<file path="src/rtl/preamble_window_det.sv">
module preamble_window_det #(
  parameter int CNT_W   = 9,
  parameter int MARG_W  = 7,
  parameter int RUN_LEN = 4,
  localparam int RUN_W  = $clog2(RUN_LEN + 1),
  localparam int WIDE_W = CNT_W + 2
) (
  input  logic              clk,
  input  logic              rst_n,
  input  logic              tick,
  input  logic              din,
  input  logic              det_en,
  input  logic [CNT_W-1:0]  target,
  input  logic [MARG_W-1:0] margin,
  output logic              detected,
  output logic              match_stb
);

  localparam logic [CNT_W-1:0] CNT_MAX = {CNT_W{1'b1}};

  logic             din_q;
  logic             armed;
  logic             stb_q;
  logic             det_q;
  logic [CNT_W-1:0] cnt;
  logic [RUN_W-1:0] run;

  wire              edge_ev = tick && (din != din_q);
  wire [CNT_W-1:0]  meas    = (cnt == CNT_MAX) ? cnt : cnt + CNT_W'(1);

  wire signed [WIDE_W-1:0] meas_w = {2'b00, meas};
  wire signed [WIDE_W-1:0] tgt_w  = {2'b00, target};
  wire signed [WIDE_W-1:0] mrg_w  = {{(WIDE_W-MARG_W){1'b0}}, margin};
  wire signed [WIDE_W-1:0] lo_w   = tgt_w - mrg_w;
  wire signed [WIDE_W-1:0] hi_w   = tgt_w + mrg_w;
  wire                     in_win = (meas_w >= lo_w) && (meas_w <= hi_w);

  wire eval = det_en && armed && edge_ev;
  wire hit  = eval && in_win;
  wire miss = eval && !in_win;

  always_ff @(posedge clk) begin
    if (!rst_n) begin
      din_q <= 1'b0;
      armed <= 1'b0;
      stb_q <= 1'b0;
      det_q <= 1'b0;
      cnt   <= '0;
      run   <= '0;
    end else begin
      stb_q <= hit;
      if (tick) din_q <= din;
      if (!det_en) begin
        armed <= 1'b0;
        det_q <= 1'b0;
        cnt   <= '0;
        run   <= '0;
      end else if (tick) begin
        if (edge_ev) begin
          cnt   <= '0;
          armed <= 1'b1;
        end else if (cnt != CNT_MAX) begin
          cnt <= cnt + CNT_W'(1);
        end
        if (hit) begin
          if (run != RUN_W'(RUN_LEN)) run <= run + RUN_W'(1);
          if (run >= RUN_W'(RUN_LEN - 1)) det_q <= 1'b1;
        end else if (miss) begin
          run <= '0;
        end
      end
    end
  end

  assign match_stb = stb_q;
  assign detected  = det_q;

endmodule

</file>
<file path="config.mk">
export PLATFORM = sky130hd
export DESIGN_NAME = preamble_window_det
export DESIGN_NICKNAME = d
export VERILOG_FILES = /design/src/rtl/preamble_window_det.sv
export SDC_FILE = /design/constraint.sdc
export NUM_CORES = 1
export LEC_CHECK = 0
export ABC_AREA = 1
export BUFFER_PORTS_ARGS = -buffer_cell sky130_fd_sc_hd__buf_2
export CORE_UTILIZATION = 45
export CTS_BUF_LIST = sky130_fd_sc_hd__clkbuf_4 sky130_fd_sc_hd__clkbuf_8
export DETAILED_ROUTE_END_ITERATION = 8
export GPL_ROUTABILITY_DRIVEN = 0
export PLACE_DENSITY_LB_ADDON = 0.25
export SLEW_MARGIN = 20
export SYNTH_ARGS = -nofsm -noshare
export SYNTH_HDL_FRONTEND = slang
export SYNTH_SLANG_ARGS = --single-unit
</file>
<file path="constraint.sdc">
create_clock -name clk -period 5.2 [get_ports clk]
set_input_delay 1.3 -clock clk [delete_from_list [all_inputs] [get_ports clk]]
set_output_delay 1.3 -clock clk [all_outputs]
set_load 0.02 [all_outputs]
</file>
==> flow_summary.json, run 1 <==
{
  "status": "completed",
  "wl_met2_um": 1777,
  "ant_nets": 0,
  "slowest_delay_ns": 0.40,
  "finalHoldViolations": 0,
  "wirelength_um": 3897,
  "yosys-top-cells-area": "ha_1 (23%), dfxtp_1 (16%), nand2_1 (14%), inv_1 (10%), xor2_1 (8.1%)",
  "grt_antenna_before_repair": 0,
  "worst-setup-path-type": "input port to register",
  "drtIter0Drc": 88,
  "critPathTopFamily": "adder cells",
  "ir_drop_mv": 0.1028,
  "io_buffers": 22,
  "hold_path.class": "register to register",
  "cts_buffers": 3,
  "postCtsResizedCells": 0,
  "power_density_mw_per_mm2": 159.0,
  "die_h_um": 69.61,
  "power_mw": 0.3605,
  "worst_pin_slew_ns": 0.5412,
  "viasPerCell": 4.898,
  "grt_overflow": 0,
  "dr.max_layer_used": "met3",
  "critPathArrivalTime_ns": 4.00,
  "fmax_mhz": 259.0,
  "min_period_ns": 3.861,
  "drtPass1Iterations": 4,
  "syn_to_final_growth_pct": 10.22,
  "tns_ns": 0,
  "clk_pin_slew_ns": 0.06,
  "avgRoutedWirePerCell_um": 10.20,
  "hold_buffers": 0,
  "skew_ns": 0.0007326,
  "rows": 24,
  "postSynthAreaPerCell_um2": 6.700,
  "die_x_um": 69.61,
  "route.layer.met1.wl_um": 1997,
  "dpl.hpwl_um": 3371,
  "die-area_mm2": 0.004846,
  "fin_cells": 382,
  "power_leakage_nw": 1.244,
  "cts_sinks": 16,
  "path_cells": "buf_2, ha_1, inv_1, fa_1, nor2_1, o21ai_1, nand2_1, a21oi_1, o21ai_1, nand2_1, a21oi_1, xor2_1, ha_1, nand4_1, nor2_1, a21oi_2, nand2_2, nand3_4, a21oi_1, nor2_1",
  "pin_count": 23,
  "grt_pass1_wl_um": 7251,
  "ys_ff_latch": 16,
  "rsz0062_at_grt": "false",
  "ys_warn_count": 0,
  "synth_seq_area_share_pct": 15.57,
  "synthCells": 307,
  "n_antenna_cell": 0,
  "slew_viol_final": 0,
  "clkLatencyLatePin_ns": 0.24,
  "fill_cells": 458,
  "clk_path_buf_depth": 2,
  "setup_viol": 0,
  "crit_buf_inv": 2,
  "startpoint_type": "input port",
  "core_area_mm2": 0.004384,
  "cp_slowest_cell": "fa_1",
  "cts_max_level": 1,
  "reg2reg_slack_ns": 2.02,
  "drc_errors": 0,
  "post-route-period-util_pct": 74.26,
  "wl_met3_um": 121,
  "post_cts_buffers": 0,
  "worstPathMaxFanout": 5,
  "final_layout_size_suffix_gt1_share_pct": 12.42,
  "cap_violations": 0,
  "synthDistinctLibCells": 30,
  "dp.cells": 378,
  "cts_tree": "done",
  "crit_required_ns": 5.34,
  "syn_area_mm2": 0.002057,
  "grt_pass1_vias": 1767,
  "grt_max_degree": 15,
  "cts_root_buf": "clkbuf_8",
  "yosysTopAreaCell": "ha_1",
  "synth_top_area_share_pct": 23.11,
  "max_slew_margin_pct": 63.79,
  "track_usage_pct": 17.61,
  "initial_utilization_pct": 46.92,
  "route.vias.total": 1871,
  "fin_nets": 392,
  "syn_nets": 368,
  "endpoint_kind": "register"
}
## logic make-up (layout without fill, tap and decap cells)
logic type | Yosys count | count (layout) | share of synthesized area [%]
AND/OR/NAND/NOR | 118 | 118 | 24.57
buffers and inverters | 63 | 86 | 11.92
AO/OA/AOI/OAI | 48 | 48 | 13.50
adder cells (fa/ha/maj) | 40 | 40 | 25.06
XOR/XNOR | 22 | 22 | 9.368
flip-flops | 16 | 16 | 15.57
## sequential cells by signal, summed over array words and instances, names as in the netlist
signal     count
din_q          1
detected       1
armed          1
run            3
cnt            9
match_stb      1
## worst paths after layout
| kind | start | to | cells past startpoint |
|---|---|---|---|
| worst max register to register | cnt[0] | run[0] | 19 |
| worst min register to register | detected | detected | 2 |
| worst max-delay path | target[0] | run[0] | 20 |
| worst min-delay path | detected | detected | 2 |
## cells in the final DEF (no fill, tap or decap), drive strengths merged, types with 14 or more instances in the layout
cell | netlist | layout
nand2 | 80 | 80
nand3 | 14 | 14
buf | 2 | 22
a21oi | 25 | 25
o21ai | 14 | 14
inv | 60 | 60
nor2 | 19 | 19
xor2 | 19 | 19
dfxtp | 16 | 16
ha | 38 | 38
## Yosys cell counts, drive strengths merged
master and count:
nand2 80, inv 60, ha 38, a21oi 25, nor2 19, xor2 19, dfxtp 16, nand3 14
o21ai 14, o21bai 4, a31oi 3, xnor2 3, buf 2, fa 2, nand3b 2, nand4 2
and3 1, clkbuf 1, o211ai 1, o21a 1
## stage by stage
step | setup WS (ns) | instance area, um^2 | hold WS (ns) | util, %
2_1_floorplan | 1.543 | 2057 | 0.4583 | -
3_3_place_gp | 1.066 | 2212 | 0.4415 | 50.46
3_5_place_dp | 1.063 | 2212 | 0.4436 | 50.46
4_1_cts | 1.308 | 2267 | 0.4540 | 51.71
5_1_grt | 1.017 | 2267 | 0.4670 | 51.71
6_report | 1.339 | 2267 | 0.4491 | 51.71
## per-layer routing
layer  up-vias  global-route usage (%)
met2        30                   30.85
met1       828                   23.82
li1       1013                       -
met3         0                   3.052
met4         0                  0.6667
met5         -                       0
## worst register-to-register path: stages, from the launching register on
cell and delay (ns):
dfxtp_1 0.42, ha_1 0.22, nand3_1 0.12, inv_1 0.09
nand4_1 0.08, nor2_1 0.14, ha_1 0.43, o21ai_0 0.26
ha_1 0.36, nand2_1 0.06, nor2_1 0.08, nand2_1 0.06
nand2_1 0.06, nand2_1 0.05, nand2_1 0.05, nand2_1 0.07
a21oi_4 0.21, nand3_4 0.12, a21oi_1 0.15, nor2_1 0.06
## layout make-up
| cell class | count | area [um^2] | share of cell area, % |
|---|---|---|---|
| flip-flops and latches | 16 | 320.3 | 14.13 |
| repair buffers | 22 | 110.1 | 4.857 |
| inverters | 60 | 225.2 | 9.934 |
| clock buffers | 4 | 55.05 | 2.428 |
| multi-input cells | 228 | 1491 | 65.78 |
| well taps | 52 | 65.06 | 2.870 |
## power by group
part	switching (mW)	internal (mW)	leakage [nW]
combinational	0.0782	0.0510	1.09
sequential	0.00135	0.124	0.129
clock	0.0389	0.0670	0.0288
total	0.118	0.242	1.24
Power figures use the tool's default switching activity.
==> inputs of run 2 (changes only) <==
==> constraint.sdc (replaced) <==
create_clock -name clk -period 4 [get_ports clk]
set_input_delay 1 -clock clk [delete_from_list [all_inputs] [get_ports clk]]
set_output_delay 1 -clock clk [all_outputs]
set_load 0.02 [all_outputs]
==> flow_summary.json, run 2 (synthesis results as in run 1) <==
{
  "setup_viol": 0,
  "drtIter0Drc": 96,
  "final_layout_size_suffix_gt1_share_pct": 12.42,
  "rr_startpoint": "cnt[0]",
  "postCtsResizedCells": 0,
  "min-delay-start": "detected",
  "syn_to_final_growth_pct": 10.22,
  "cts_sinks": 16,
  "ir_drop_mv": 0.1030,
  "final_cell_mix": "nand2_1 (76), inv_1 (55), ha_1 (38)",
  "dpl.hpwl_um": 3397,
  "skew_ns": 0.0005118,
  "core_area_mm2": 0.004384,
  "grt_pass1_vias": 1787,
  "grt_antenna_before_repair": 0,
  "whs_ns": 0.4539,
  "fin_nets": 392,
  "hold_path_depth": 2,
  "cp_slowest_cell": "fa_1",
  "avgRoutedWirePerCell_um": 10.38,
  "grt_max_degree": 15,
  "power_leakage_nw": 1.244,
  "initial_utilization_pct": 46.92,
  "worstPathMaxFanout": 5,
  "rsz0062_at_grt": "false",
  "route.vias.total": 1869,
  "max_slew_margin_pct": 63.81,
  "min_period_ns": 3.588,
  "critPathArrivalTime_ns": 3.73,
  "grt_overflow": 0,
  "cts_tree": "done",
  "post_cts_buffers": 0,
  "io_buffers": 22,
  "track_usage_pct": 17.92,
  "reg2reg_slack_ns": 0.79,
  "crit_buf_inv": 2,
  "status": "completed",
  "clkLatencyLatePin_ns": 0.25,
  "holdPathEnd": "detected",
  "clk_pin_slew_ns": 0.06,
  "rr_endpoint": "run[0]",
  "rows": 24,
  "largest_register_ffs": 9,
  "drc_errors": 0,
  "n_antenna_cell": 0,
  "cts_max_level": 1,
  "cts_buffers": 3,
  "startpoint_type": "input port",
  "finalHoldViolations": 0,
  "tns_ns": 0,
  "pin_count": 23,
  "grt_pass1_wl_um": 7314,
  "cap_violations": 0,
  "slew_viol_final": 0,
  "fill_cells": 441,
  "endpoint_kind": "register",
  "power_density_mw_per_mm2": 209.0,
  "top_register": "cnt",
  "post-route-period-util_pct": 89.71,
  "die_x_um": 69.61,
  "worst_pin_slew_ns": 0.5408,
  "layout_commonest_cell": "nand2_1",
  "cts_root_buf": "clkbuf_8",
  "crit_required_ns": 4.14,
  "hold_path.class": "register to register",
  "path_cells": "buf_2, ha_1, inv_1, fa_1, nor2_1, o21ai_1, nand2_1, a21oi_1, o21ai_1, nand2_1, a21oi_1, xor2_1, ha_1, nand4_1, nor2_1, a21oi_2, nand2_2, nand3_4, a21oi_1, nor2_1",
  "wirelength_um": 3966,
  "viasPerCell": 4.893,
  "die-area_mm2": 0.004846,
  "clk_path_buf_depth": 2,
  "drtPass1Iterations": 4,
  "ant_nets": 0,
  "worst-setup-path-type": "input port to register",
  "reg.largest.list": "cnt (9), run (3)",
  "reg2reg_depth": 19,
  "hold_buffers": 0,
  "die_h_um": 69.61,
  "critPathTopFamily": "adder cells",
  "slowest_delay_ns": 0.41,
  "fmax_mhz": 278.7
}
## run 2: cell counts in the layout (fill, tap and decap cells not counted)
Identical to the previous run, type by type.
## run 2: how the worst max path moves through the flow
stage               from  endpoint  slack, ns  cells past startpoint
2_1_floorplan  target[0]    run[2]       0.64                     20
3_3_place_gp   target[0]    run[1]       0.17                     20
3_5_place_dp   target[0]    run[1]       0.15                     20
4_1_cts        target[0]    run[1]       0.40                     20
5_1_grt        margin[0]    run[2]       0.15                     21
6_report       target[0]    run[0]       0.41                     20
## run 2: final cells by class
| cell class | count | area, um^2 | area share, % |
|---|---|---|---|
| Sequential cell | 16 | 320.3 | 14.13 |
| Inverter | 60 | 225.2 | 9.934 |
| Clock buffer | 4 | 55.05 | 2.428 |
| Tap cell | 52 | 65.06 | 2.870 |
| Timing Repair Buffer | 22 | 110.1 | 4.857 |
| Multi-Input combinational cell | 228 | 1491 | 65.78 |
## run 2: metal layers
| layer | vias up | GRT usage, % | routed length [um] |
|---|---|---|---|
| met5 | - | 0 | 0 |
| met4 | 0 | 1.333 | 0 |
| met3 | 0 | 3.488 | 149 |
| met2 | 32 | 31.28 | 1845 |
| met1 | 830 | 23.84 | 1971 |
| li1 | 1007 | - | - |
## run 2: worst reg2reg max path, cell delays in order, from the launching register on
cell and delay [ns]:
dfxtp_1 0.43, ha_1 0.22, nand3_1 0.12, inv_1 0.09
nand4_1 0.08, nor2_1 0.14, ha_1 0.43, o21ai_0 0.27
ha_1 0.37, nand2_1 0.06, nor2_1 0.08, nand2_1 0.06
nand2_1 0.05, nand2_1 0.04, nand2_1 0.05, nand2_1 0.08
a21oi_4 0.20, nand3_4 0.12, a21oi_1 0.15, nor2_1 0.06
## run 2: through the flow
stage	setup WS, ns	area, um^2	util [%]	total power [mW]	cells
6_report	0.4117	2267	51.71	0.4739	382
3_5_place_dp	0.1480	2212	50.46	0.3352	378
3_3_place_gp	0.1661	2212	50.46	0.3327	378
4_1_cts	0.4022	2267	51.71	0.4775	382
2_1_floorplan	0.6431	2057	-	0.2929	307
5_1_grt	0.1529	2267	51.71	0.5132	382
## run 2: power breakdown
part	switching (mW)	internal (mW)
clock	0.0553	0.0873
combinational	0.102	0.0664
sequential	0.00178	0.161
total	0.159	0.315
==> inputs of run 3 (changes only) <==
--- a/config.mk
+++ b/config.mk
@@ -7,7 +7,7 @@
 export LEC_CHECK = 0
 export ABC_AREA = 1
 export BUFFER_PORTS_ARGS = -buffer_cell sky130_fd_sc_hd__buf_2
-export CORE_UTILIZATION = 45
+export CORE_UTILIZATION = 46
 export CTS_BUF_LIST = sky130_fd_sc_hd__clkbuf_4 sky130_fd_sc_hd__clkbuf_8
 export DETAILED_ROUTE_END_ITERATION = 8
 export GPL_ROUTABILITY_DRIVEN = 0
==> constraint.sdc (replaced) <==
create_clock -name clk -period 3.2 [get_ports clk]
set_input_delay 0.8 -clock clk [delete_from_list [all_inputs] [get_ports clk]]
set_output_delay 0.8 -clock clk [all_outputs]
set_load 0.02 [all_outputs]
==> flow_summary.json, run 3 (synthesis results as in run 1) <==
{
  "final_cell_mix": "nand2_1 (73), inv_1 (54), ha_1 (35)",
  "slew_viol_final": 0,
  "slowest_delay_ns": 0.40,
  "die_x_um": 68.87,
  "io_buffers": 22,
  "worst_slack_ns": -0.04153,
  "grt_pass1_wl_um": 7065,
  "final_layout_size_suffix_gt1_share_pct": 23.66,
  "wirelength_um": 4277,
  "hold_path.class": "register to register",
  "worst-setup-path-type": "input port to register",
  "die_h_um": 68.87,
  "cts_root_buf": "clkbuf_8",
  "worstPathMaxFanout": 5,
  "post-route-period-util_pct": 101.3,
  "viasPerCell": 4.812,
  "rows": 23,
  "place_area_mm2": 0.002390,
  "grt_max_degree": 11,
  "cts_buffers": 3,
  "violations": "setup timing",
  "startpoint": "margin[0]",
  "grt_antenna_before_repair": 0,
  "reg2reg_depth": 23,
  "drtPass1Iterations": 4,
  "cap_violations": 0,
  "max_slew_margin_pct": 64.14,
  "layout_commonest_cell": "nand2_1",
  "rr_startpoint": "cnt[1]",
  "track_usage_pct": 19.71,
  "avgRoutedWirePerCell_um": 10.56,
  "dp.cells": 400,
  "path_cells": "buf_8, ha_4, inv_2, fa_2, nor2_4, o21ai_2, nand2_2, a21oi_2, o21ai_2, nand2_1, a21oi_2, xor2_1, ha_1, nand4_1, nor2_2, a21oi_2, nand2_2, nand3_4, nand2_2, nor2_1, nor2_1",
  "worst_pin_slew_ns": 0.5359,
  "ant_nets": 0,
  "grt_overflow": 0,
  "crit_buf_inv": 2,
  "reg.largest.list": "cnt (9), run (3)",
  "rsz0062_at_grt": "true",
  "rr_endpoint": "run[2]",
  "grt_pass1_vias": 1780,
  "route.vias.total": 1949,
  "drtIter0Drc": 84,
  "critPathArrivalTime_ns": 3.39,
  "n_antenna_cell": 0,
  "largest_register_ffs": 9,
  "die-area_mm2": 0.004743,
  "cts_max_level": 1,
  "pin_count": 23,
  "skew_ns": 0.002228,
  "finalHoldViolations": 0,
  "cts_sinks": 16,
  "setup_viol": 3,
  "cts_tree": "done",
  "clk_path_buf_depth": 2,
  "fmax_mhz": 308.5,
  "power_density_mw_per_mm2": 255.0,
  "status": "finished with violations",
  "min_period_ns": 3.242,
  "syn_to_final_growth_pct": 23.78,
  "crit_path_end": "run[2]",
  "top_register": "cnt",
  "fin_cells": 405,
  "endpoint_kind": "register",
  "stdcell_area_mm2": 0.002546,
  "clkLatencyLatePin_ns": 0.25,
  "cp_slowest_cell": "fa_2",
  "critPathTopFamily": "simple AND/OR/NAND/NOR gates",
  "clk_pin_slew_ns": 0.06,
  "crit_required_ns": 3.35,
  "ir_drop_mv": 0.1578,
  "reg2reg_slack_ns": 0.21,
  "worstSetupPathDepth": 21,
  "power_mw": 0.6493,
  "core_area_mm2": 0.004144,
  "initial_utilization_pct": 49.64,
  "startpoint_type": "input port",
  "fin_nets": 417,
  "power_leakage_nw": 1.371,
  "drc_errors": 0,
  "dpl.hpwl_um": 3474
}
-- run 3: where the power goes --
group	total (mW)	leakage (nW)	internal, mW	switching, mW
logic	0.264	1.21	0.120	0.144
clock network	0.182	0.0288	0.109	0.0728
registers	0.203	0.129	0.202	0.00153
-- run 3: stage by stage --
stage	setup TNS, ns	hold slack [ns]	setup slack (ns)	util, %
finish	-0.1071	0.4487	-0.04153	61.44
global route	-0.6433	0.4720	-0.1860	61.44
CTS	0	0.4564	0.006360	60.11
detailed placement	-1.608	0.4467	-0.3539	57.67
global placement	-1.643	0.4379	-0.3526	57.67
floorplan	0	0.4583	0.04308	-
-- run 3: per-layer routing --
metal	vias up	global-route usage [%]	routed length (um)	share of wire (%)
li1	1063	-	-	-
met1	864	23.77	2054	48
met2	18	35.80	2058	48
met3	4	3.454	107	2.5
met4	0	4.592	57	1.3
met5	-	0	0	0
-- run 3: what timing repair did --
| item | 4_1_cts | 5_1_grt |
|---|---|---|
| gates resized for setup | 8 | 19 |
| buffers inserted | 1 | 0 |
| endpoints found under the setup margin | 5 | 5 |
| pin swaps | 9 | 22 |
| gates cloned | 0 | 0 |
| hold buffers | 0 | 0 |
-- run 3: worst min-delay path by stage --
stage                     cells past startpoint  slack (ns)        to  startpoint
after floorplan                               2        0.46    cnt[8]      cnt[8]
after global placement                        2        0.44  detected    detected
after detailed placement                      2        0.45  detected    detected
after CTS                                     2        0.46  detected    detected
after global routing                          2        0.47  detected    detected
final                                         2        0.45  detected    detected
-- run 3: worst reg2reg max path, delay by kind of cell (launching register included) --
kind	cells	cell delay (ns)
fa+ha+maj	3	0.81
flops	1	0.38
simple gates	16	1.30
buf+inv	3	0.24
compound gates	1	0.15
-- run 3: layout make-up --
class	count	area, um^2
fill	420	1598
multi-input combinational	228	1565
sequential	16	320.3
timing repair buffer	47	317.8
inverter	60	225.2
tap	50	62.56
clock buffer	4	55.05
